File: src/rtl/cell_hec_pkg.sv
// Shared types and constants for the cell header check-byte block.
// Assumes an eight-bit check byte; the header length is a module parameter.
package cell_hec_pkg;
    localparam int HEC_W = 8;
    typedef logic [HEC_W-1:0] hec_t;
endpackage

File: src/rtl/hec_byte_step.sv
// One header byte folded into a CRC remainder: XOR the byte in, then
// shift W times, applying POLY whenever the outgoing top bit is 1.
// Purely combinational; assumes data and remainder share width W.
module hec_byte_step #(
    parameter int          W    = 8,
    parameter logic [W-1:0] POLY = 8'h07
) (
    input  logic [W-1:0] rem_i,
    input  logic [W-1:0] data_i,
    output logic [W-1:0] rem_o
);
    logic [W-1:0] stage [W+1];

    // Seed the shift chain with the byte XORed into the remainder.
    assign stage[0] = rem_i ^ data_i;

    for (genvar b = 0; b < W; b++) begin : g_shift
        // One shift of the division, with conditional feedback.
        assign stage[b+1] = stage[b][W-1] ? ((stage[b] << 1) ^ POLY)
                                          : (stage[b] << 1);
    end

    assign rem_o = stage[W];
endmodule

File: src/rtl/hec_word_fold.sv
// Whole-header remainder in one cycle: a chain of NB byte steps starting
// from zero, first byte taken from the top of the word.
// Combinational; assumes the word is exactly NB*W bits wide.
module hec_word_fold #(
    parameter int          NB   = 4,
    parameter int          W    = 8,
    parameter logic [W-1:0] POLY = 8'h07,
    localparam int         WW   = NB * W
) (
    input  logic [WW-1:0] word_i,
    output logic [W-1:0]  rem_o
);
    logic [W-1:0] chain [NB+1];

    // Every header starts from a cleared remainder.
    assign chain[0] = '0;

    for (genvar g = 0; g < NB; g++) begin : g_byte
        hec_byte_step #(.W(W), .POLY(POLY)) u_step (
            .rem_i  (chain[g]),
            .data_i (word_i[(NB-g)*W-1 -: W]),
            .rem_o  (chain[g+1])
        );
    end

    assign rem_o = chain[NB];
endmodule

File: src/rtl/hec_seq_ctrl.sv
// Holds the running remainder, byte count and completion flag.
// Word load beats start, start beats the stored state; bytes past the
// last header byte are dropped. Assumes synchronous active-low reset.
module hec_seq_ctrl #(
    parameter int  NB    = 4,
    parameter int  W     = 8,
    localparam int CNT_W = $clog2(NB + 1)
) (
    input  logic         clk,
    input  logic         rst_n,
    input  logic         start_i,
    input  logic         byte_vld_i,
    input  logic         word_vld_i,
    input  logic [W-1:0] word_rem_i,
    input  logic [W-1:0] step_rem_i,
    output logic [W-1:0] base_rem_o,
    output logic [W-1:0] rem_o,
    output logic         done_o
);
    localparam logic [CNT_W-1:0] LAST = CNT_W'(NB);

    logic [CNT_W-1:0] cnt_q, base_cnt, cnt_nxt;
    logic [W-1:0]     rem_q, rem_nxt;
    logic             done_q, take;

    // Pick the starting point of this cycle: cleared on start, else held.
    always_comb begin
        base_rem_o = start_i ? '0 : rem_q;
        base_cnt   = start_i ? '0 : cnt_q;
        take       = byte_vld_i && (base_cnt < LAST);
        rem_nxt    = take ? step_rem_i : base_rem_o;
        cnt_nxt    = base_cnt + CNT_W'(take);
    end

    // State update with word load taking priority over the byte path.
    always_ff @(posedge clk) begin
        if (!rst_n) begin
            rem_q  <= '0;
            cnt_q  <= '0;
            done_q <= 1'b0;
        end else if (word_vld_i) begin
            rem_q  <= word_rem_i;
            cnt_q  <= LAST;
            done_q <= 1'b1;
        end else begin
            rem_q  <= rem_nxt;
            cnt_q  <= cnt_nxt;
            done_q <= (cnt_nxt == LAST);
        end
    end

    assign rem_o  = rem_q;
    assign done_o = done_q;
endmodule

File: src/rtl/cell_hdr_hec.sv
// Top level: check-byte generator/checker for a cell header.
// Byte-serial or single-cycle word entry; result is the CRC remainder
// XORed with COSET. The match flag compares against a received byte
// and is qualified by done. Assumes synchronous active-low reset.
module cell_hdr_hec
    import cell_hec_pkg::*;
#(
    parameter int   HDR_BYTES = 4,
    parameter hec_t POLY      = 8'h07,
    parameter hec_t COSET     = 8'h55,
    localparam int  WORD_W    = HDR_BYTES * HEC_W
) (
    input  logic              clk,
    input  logic              rst_n,
    input  logic              start_i,
    input  logic              byte_vld_i,
    input  logic [HEC_W-1:0]  byte_i,
    input  logic              word_vld_i,
    input  logic [WORD_W-1:0] word_i,
    input  logic [HEC_W-1:0]  exp_hec_i,
    output logic [HEC_W-1:0]  hec_o,
    output logic              done_o,
    output logic              match_o
);
    hec_t base_rem, step_rem, word_rem, rem_q;

    hec_byte_step #(.W(HEC_W), .POLY(POLY)) u_step (
        .rem_i  (base_rem),
        .data_i (byte_i),
        .rem_o  (step_rem)
    );

    hec_word_fold #(.NB(HDR_BYTES), .W(HEC_W), .POLY(POLY)) u_fold (
        .word_i (word_i),
        .rem_o  (word_rem)
    );

    hec_seq_ctrl #(.NB(HDR_BYTES), .W(HEC_W)) u_ctrl (
        .clk        (clk),
        .rst_n      (rst_n),
        .start_i    (start_i),
        .byte_vld_i (byte_vld_i),
        .word_vld_i (word_vld_i),
        .word_rem_i (word_rem),
        .step_rem_i (step_rem),
        .base_rem_o (base_rem),
        .rem_o      (rem_q),
        .done_o     (done_o)
    );

    // Apply the coset and qualify the comparison with completion.
    always_comb begin
        hec_o   = rem_q ^ COSET;
        match_o = done_o && (hec_o == exp_hec_i);
    end
endmodule

File: config.mk
export PLATFORM = sky130hd
export DESIGN_NAME = cell_hdr_hec
export DESIGN_NICKNAME = d
export VERILOG_FILES = /design/src/rtl/cell_hec_pkg.sv /design/src/rtl/hec_byte_step.sv /design/src/rtl/hec_word_fold.sv /design/src/rtl/hec_seq_ctrl.sv /design/src/rtl/cell_hdr_hec.sv
export SDC_FILE = /design/constraint.sdc
export NUM_CORES = 1
export LEC_CHECK = 0
export BUFFER_PORTS_ARGS = -buffer_cell sky130_fd_sc_hd__buf_4
export CAP_MARGIN = 5
export CELL_PAD_IN_SITES_DETAIL_PLACEMENT = 0
export CELL_PAD_IN_SITES_GLOBAL_PLACEMENT = 1
export CORE_MARGIN = 4
export CORE_UTILIZATION = 41
export DETAILED_ROUTE_END_ITERATION = 16
export MAX_ROUTING_LAYER = met4
export PLACE_DENSITY_LB_ADDON = 0.1
export SLEW_MARGIN = 20
export SYNTH_ARGS = -nofsm -noshare
export SYNTH_HDL_FRONTEND = slang
export SYNTH_SLANG_ARGS = --single-unit
File: constraint.sdc
create_clock -name clk -period 4.29 [get_ports clk]
set_input_delay 0.2145 -clock clk [delete_from_list [all_inputs] [get_ports clk]]
set_output_delay 0.2145 -clock clk [all_outputs]
set_load 0.005 [all_outputs]
; ---- After elaboration in Yosys (flattened, before gate mapping)
; Index checks and enable logic that the tools add are counted.
[word_totals]
reg_bits = 12
inputBits = 53
output_inout_bits = 10
elab_cells = 103
[classes]
add_sub_neg = 1
order_cmp = 1
eq_ne = 2
muxes = 46
n_bitwise = 46
reduce_logical = 3
[ops]
columns = cell, n
row1 = two-way mux 3 bit, 42
row2 = inverter 3 bit, 40
row3 = bitwise XOR 8 bit, 4
row4 = two-way mux 8 bit, 3
row5 = equality test 8 bit, 1
row6 = inverter 4 bit, 1
row7 = adder 3 x 1 -> 3 bit, 1
row8 = equality test 3 bit (second input constant), 1
row9 = < comparator 3 bit (second input constant), 1
row10 = logical AND 1 bit, 2
row11 = OR reduction 2 bit, 1
row12 = two-way mux 1 bit, 1
row13 = inverter 1 bit, 1

; ---- Logic depth before layout (Yosys ltp)
[logic_depth]
word_depth = 68
depth_mapped = 9

; ---- By module
; A second synthesis with hierarchy kept.
[unflattened]
hier_cells = 189
area_unflattened_um2 = 1850.5
[modules_own_cells]
columns = mod, n_inst, cells_per_inst, area_per_inst_um2, seq_area_each_um2
row1 = hec_byte_step, 5, 20, 212.7, 0.0
row2 = hec_seq_ctrl, 1, 72, 673.1, 240.2
row3 = cell_hdr_hec, 1, 16, 110.1, 0.0
row4 = hec_word_fold, 1, 1, 3.8, 0.0

; ---- Worst setup path after synthesis
; Ideal clock, no wire load.
[synth_timing]
kind = input -> register
start = input port word_i[25]
end = register u_ctrl.rem_q[2], in the netlist u_ctrl.rem_o[2]
setup_time_ns = 0.115
t_arrival_ns = 2.128
setup_slack_ns = 2.047
stages = 7
path_cell_list = xnor3_1 -> xnor2_1 -> xor3_1 -> xnor3_1 -> xnor2_1 -> and2_1 -> o21a_1
[synth_via]
elab_chain_len = 24
[synth_rtl]
columns = element, line
row1 = start: declaration, cell_hdr_hec.sv:19  ; input logic [WORD_W-1:0] word_i,
row2 = inverter 3 bit (no source line), --
row3 = two-way mux 3 bit (*) (2 in a row), hec_byte_step.sv:19  ; assign stage[b+1] = stage[b][W-1] ? ((stage[b] << 1) ^ POLY)
row4 = inverter 3 bit (no source line), --
row5 = two-way mux 3 bit, hec_byte_step.sv:19
row6 = bitwise XOR 8 bit (*), hec_byte_step.sv:15  ; assign stage[0] = rem_i ^ data_i;
row7 = two-way mux 3 bit / inverter 3 bit (equally long branches), --
row8 = inverter 3 bit (no source line) / two-way mux 3 bit (equally long branches), --
row9 = two-way mux 3 bit, hec_byte_step.sv:19
row10 = (+7 left out), --
row11 = two-way mux 3 bit, hec_byte_step.sv:19
row12 = bitwise XOR 8 bit (*), hec_byte_step.sv:15
row13 = two-way mux 3 bit / inverter 3 bit (equally long branches), --
row14 = inverter 3 bit (no source line) / two-way mux 3 bit (equally long branches), --
row15 = two-way mux 3 bit, hec_byte_step.sv:19
row16 = inverter 3 bit (no source line), --
row17 = two-way mux 3 bit (*), hec_byte_step.sv:19
row18 = two-way mux 8 bit (*), hec_seq_ctrl.sv:41  ; end else if (word_vld_i) begin
row19 = end signal: assignment, hec_seq_ctrl.sv:42  ; rem_q <= word_rem_i;
row20 = end signal: assignment, hec_seq_ctrl.sv:46  ; rem_q <= rem_nxt;
row21 = end: declaration, hec_seq_ctrl.sv:23  ; logic [W-1:0] rem_q, rem_nxt;
; Every way passes the cells marked *; elsewhere a longest branch is shown, timed or not.
; A chain may end at the register's enable or synchronous reset.

; ---- Worst setup path in the final report
[layout_timing]
start = register u_ctrl.rem_q[7], in the netlist u_ctrl.rem_o[7]
end = register u_ctrl.rem_q[2], in the netlist u_ctrl.rem_o[2]
[layout_via]
elab_chain_len = 8
[layout_rtl]
columns = element, line
row1 = two-way mux 8 bit (*), hec_seq_ctrl.sv:28  ; base_rem_o = start_i ? '0 : rem_q;
row2 = bitwise XOR 8 bit (*), hec_byte_step.sv:15
row3 = two-way mux 3 bit (*), hec_byte_step.sv:19
row4 = two-way mux 3 bit / inverter 3 bit (equally long branches), --
row5 = inverter 3 bit (no source line) / two-way mux 3 bit (equally long branches), --
row6 = two-way mux 3 bit (*), hec_byte_step.sv:19
row7 = two-way mux 8 bit (*), hec_seq_ctrl.sv:31  ; rem_nxt = take ? step_rem_i : base_rem_o;
row8 = two-way mux 8 bit (*), hec_seq_ctrl.sv:41
; Marks and branches as above.

==> key figures <==
Run status
  • Outcome: finished, final reports clean

Place
  • PortBufs: 62
  • Dpl cells: slightly below 300
  • HPWL Detailed: ~3600 um
  • GP Congestion: 0.786

Power and ir drop
  • Worst vdd ir: 292 uV
  • Pleak: approximately 1.1 nW
  • Power Dens Cells: around 510 nW/um2
  • Total chip power: between 1 and 1.5 mW

Worst setup path
  • Crit-path cells: xnor3_1 -> nor2_1 -> xnor2_1 -> xnor3_1 -> a211o_1 -> a21oi_1 -> o21a_1
  • Crit path max-delay cell type: dfxtp_1
  • Arrival time at the worst endpoint: 2460 ps
  • Most frequent CP cell: xnor3_1
  • Worst Setup End Kind: register
  • Crit path kind: register to register
  • Max incr delay on CP: between 500 and 600 ps
  • Worst EP required: 4480 ps
  • CP max FO: 9
  • Startpoint class of the critical path: register

Final layout
  • Area Overhead vs Synth: 28.7%
  • Layout cells sized above 1: 0.287
  • Most common cell after layout, fill and taps aside: buf_4
  • Number of antenna diodes: 0
  • Post-Layout Cell Count: 299
  • Most frequent cells in the layout: buf_4 (62), xnor2_1 (54), xor2_1 (23)
  • Fill cells: between 400 and 500
  • Final nets: 303

Synthesis
  • Syn avg cell area: slightly below 10 um2
  • FF+latch count, synth: 12
  • Post-Synthesis Cells: ~190
  • Net Count, Synth: about 250
  • Distinct cells, synth: 37
  • Synth warn: 0
  • Sequential share of the synthesized area: 0.130
  • Mapped cell area: approximately 1900 um2

Routing
  • Initial DRT Pass Iterations: 4
  • Wire per inst: around 14 um
  • Via count: between 1000 and 1500
  • Starting DRT DRC Count: between 40 and 50
  • Final wirelength: ~4200 um
  • Residual DRC: 0
  • Detail Route Antenna Nets: 0
  • DR vias/cell: around 4.7

Timing
  • Max Clk Rate: roughly 440 MHz
  • Slew Limit Fails: 0
  • Final hold vios: 0
  • Final setup violation count: 0
  • Slew headroom: 0.681
  • Tcrit/Tclk final: 0.528
  • Setup Skew: around 1.6 ps
  • Setup TNS: 0 ps
  • Worst-Margin Slew: between 400 and 500 ps
  • Tmin final: 2270 ps
  • Unrepaired setup endpoints after global routing: false

Floorplanning
  • IO Count: 63
  • Die height: ~75 um
  • Starting density of the core: 0.426
  • Die Area: approximately 5700 um2
  • Core box area: around 4400 um2
  • Die Wd: roughly 75 um
  • Row cnt: 24

Clocking
  • Inserted Clock Buffers: 3
  • Clock root buffer: clkbuf_8
  • Post-CTS Hold Fix Bufs: 0
  • # resized after CTS: 0
  • CTS sink count: 12
  • Htree depth: 1
  • Worst-skew pair later-pin latency: around 240 ps
  • Clock Path Buffers: 2
  • CTS clk-pin slew, worst paths: 50 ps
  • Post-CTS Setup Bufs: 0
  • CTS tree: built

Global route
  • First-pass GRT wire length: about 6700 um
  • Largest net degree at the start of global routing: 20
  • GRT Total Usage: 0.163
  • Initial antenna violation count: 0
  • Vias in the first global route: between 1000 and 1500
  • GRT overflow: 0

Flow run
  • Max_cap viols: 0

Min path
  • Hold WC Path Type: primary input to register
[flip-flops by register name (all words and copies together) (netlist names)]
name and flops:
u_ctrl.rem_o 8, u_ctrl.done_o 1, u_ctrl.cnt_q 3
[synth_stat cells, drive strengths merged]
master,n,share of area
xor2,24,0.12
o21ai,6,0.016
nor2b,3,0.010
nor3,1,0.0027
o21a,3,0.012
ha,2,0.013
a21oi,2,0.0054
and2,3,0.010
xnor2,56,0.28
xnor3,17,0.21
nand4,1,0.0034
nand2b,4,0.013
a211o,1,0.0047
o311a,2,0.011
dfxtp,12,0.13
nor2,14,0.028
buf,5,0.019
and3b,2,0.0094
inv,4,0.0081
a31oi,1,0.0034
xor3,1,0.013
mux2i,2,0.011
clkbuf,5,0.010
o211ai,1,0.0041
nand3b,2,0.0081
a2bb2oi,1,0.0047
clkinv,1,0.0020
nand2,9,0.018
and3,2,0.0067
o211a,2,0.011
nor4,1,0.0034
a22oi,1,0.0041
[logic make-up after synthesis]
kind of cell / after synthesis / share of synthesized area
xor gates and xnor gates: 98 / 0.617
and+or+nand+nor: 42 / 0.114
buffers and inverters: 15 / 0.0391
AOI/OAI and AO/OA: 20 / 0.0763
DFF: 12 / 0.130
muxes: 2 / 0.0108
adders and majority gates: 2 / 0.0135
[metrics by stage]
stage	cell area, um2	hold slack, ps	setup WS, ps	utilization
3_5_place_dp	2330	534	1800	0.535
2_1_floorplan	1850	354	2050	-
5_1_grt	2390	284	1890	0.548
4_1_cts	2390	277	2000	0.548
3_3_place_gp	2330	521	1820	0.535
6_report	2390	271	2020	0.548
[worst paths after layout]
check	startpoint	end	slack [ps]	cells after the start
worst min register to register	u_ctrl.cnt_q[2]	u_ctrl.cnt_q[2]	650	3
worst min-delay path	rst_n	u_ctrl.rem_o[2]	270	2
worst max-delay path	u_ctrl.rem_o[7]	u_ctrl.rem_o[2]	2020	7
worst max register to register	u_ctrl.rem_o[7]	u_ctrl.rem_o[2]	2020	7
[layout make-up]
type	count	area, um2	area share
tap	52	65.1	0.0273
inverter	5	18.8	0.00787
timing repair buffer	62	465	0.195
multi-input combinational	164	1540	0.646
clock buffer	4	55.1	0.0231
sequential	12	240	0.101
[critical path, delay by kind of cell (launching register included)]
family | cells | cell delay, ps
xor gates and xnor gates | 3 | 980
DFF | 1 | 540
AOI/OAI and AO/OA | 3 | 580
and+or+nand+nor | 1 | 120
[metal layers]
layer | track usage | up-vias | wire length (um)
met5 | - | - | 0
met1 | 0.238 | 637 | 1990
met3 | 0.0307 | 4 | 273
met2 | 0.239 | 37 | 1950
met4 | 0.0291 | 0 | 26
li1 | - | 739 | -
[where the power goes]
| part | leakage, nW | internal [mW] | switching [mW] | total, mW |
|---|---|---|---|---|
| Clock | 0.0288 | 0.0810 | 0.0410 | 0.122 |
| Combinational | 1.02 | 0.539 | 0.352 | 0.891 |
| Sequential | 0.0994 | 0.142 | 0.0500 | 0.192 |
| Total | 1.14 | 0.762 | 0.443 | 1.21 |
Note: power is estimated with default switching activity, not from simulation.
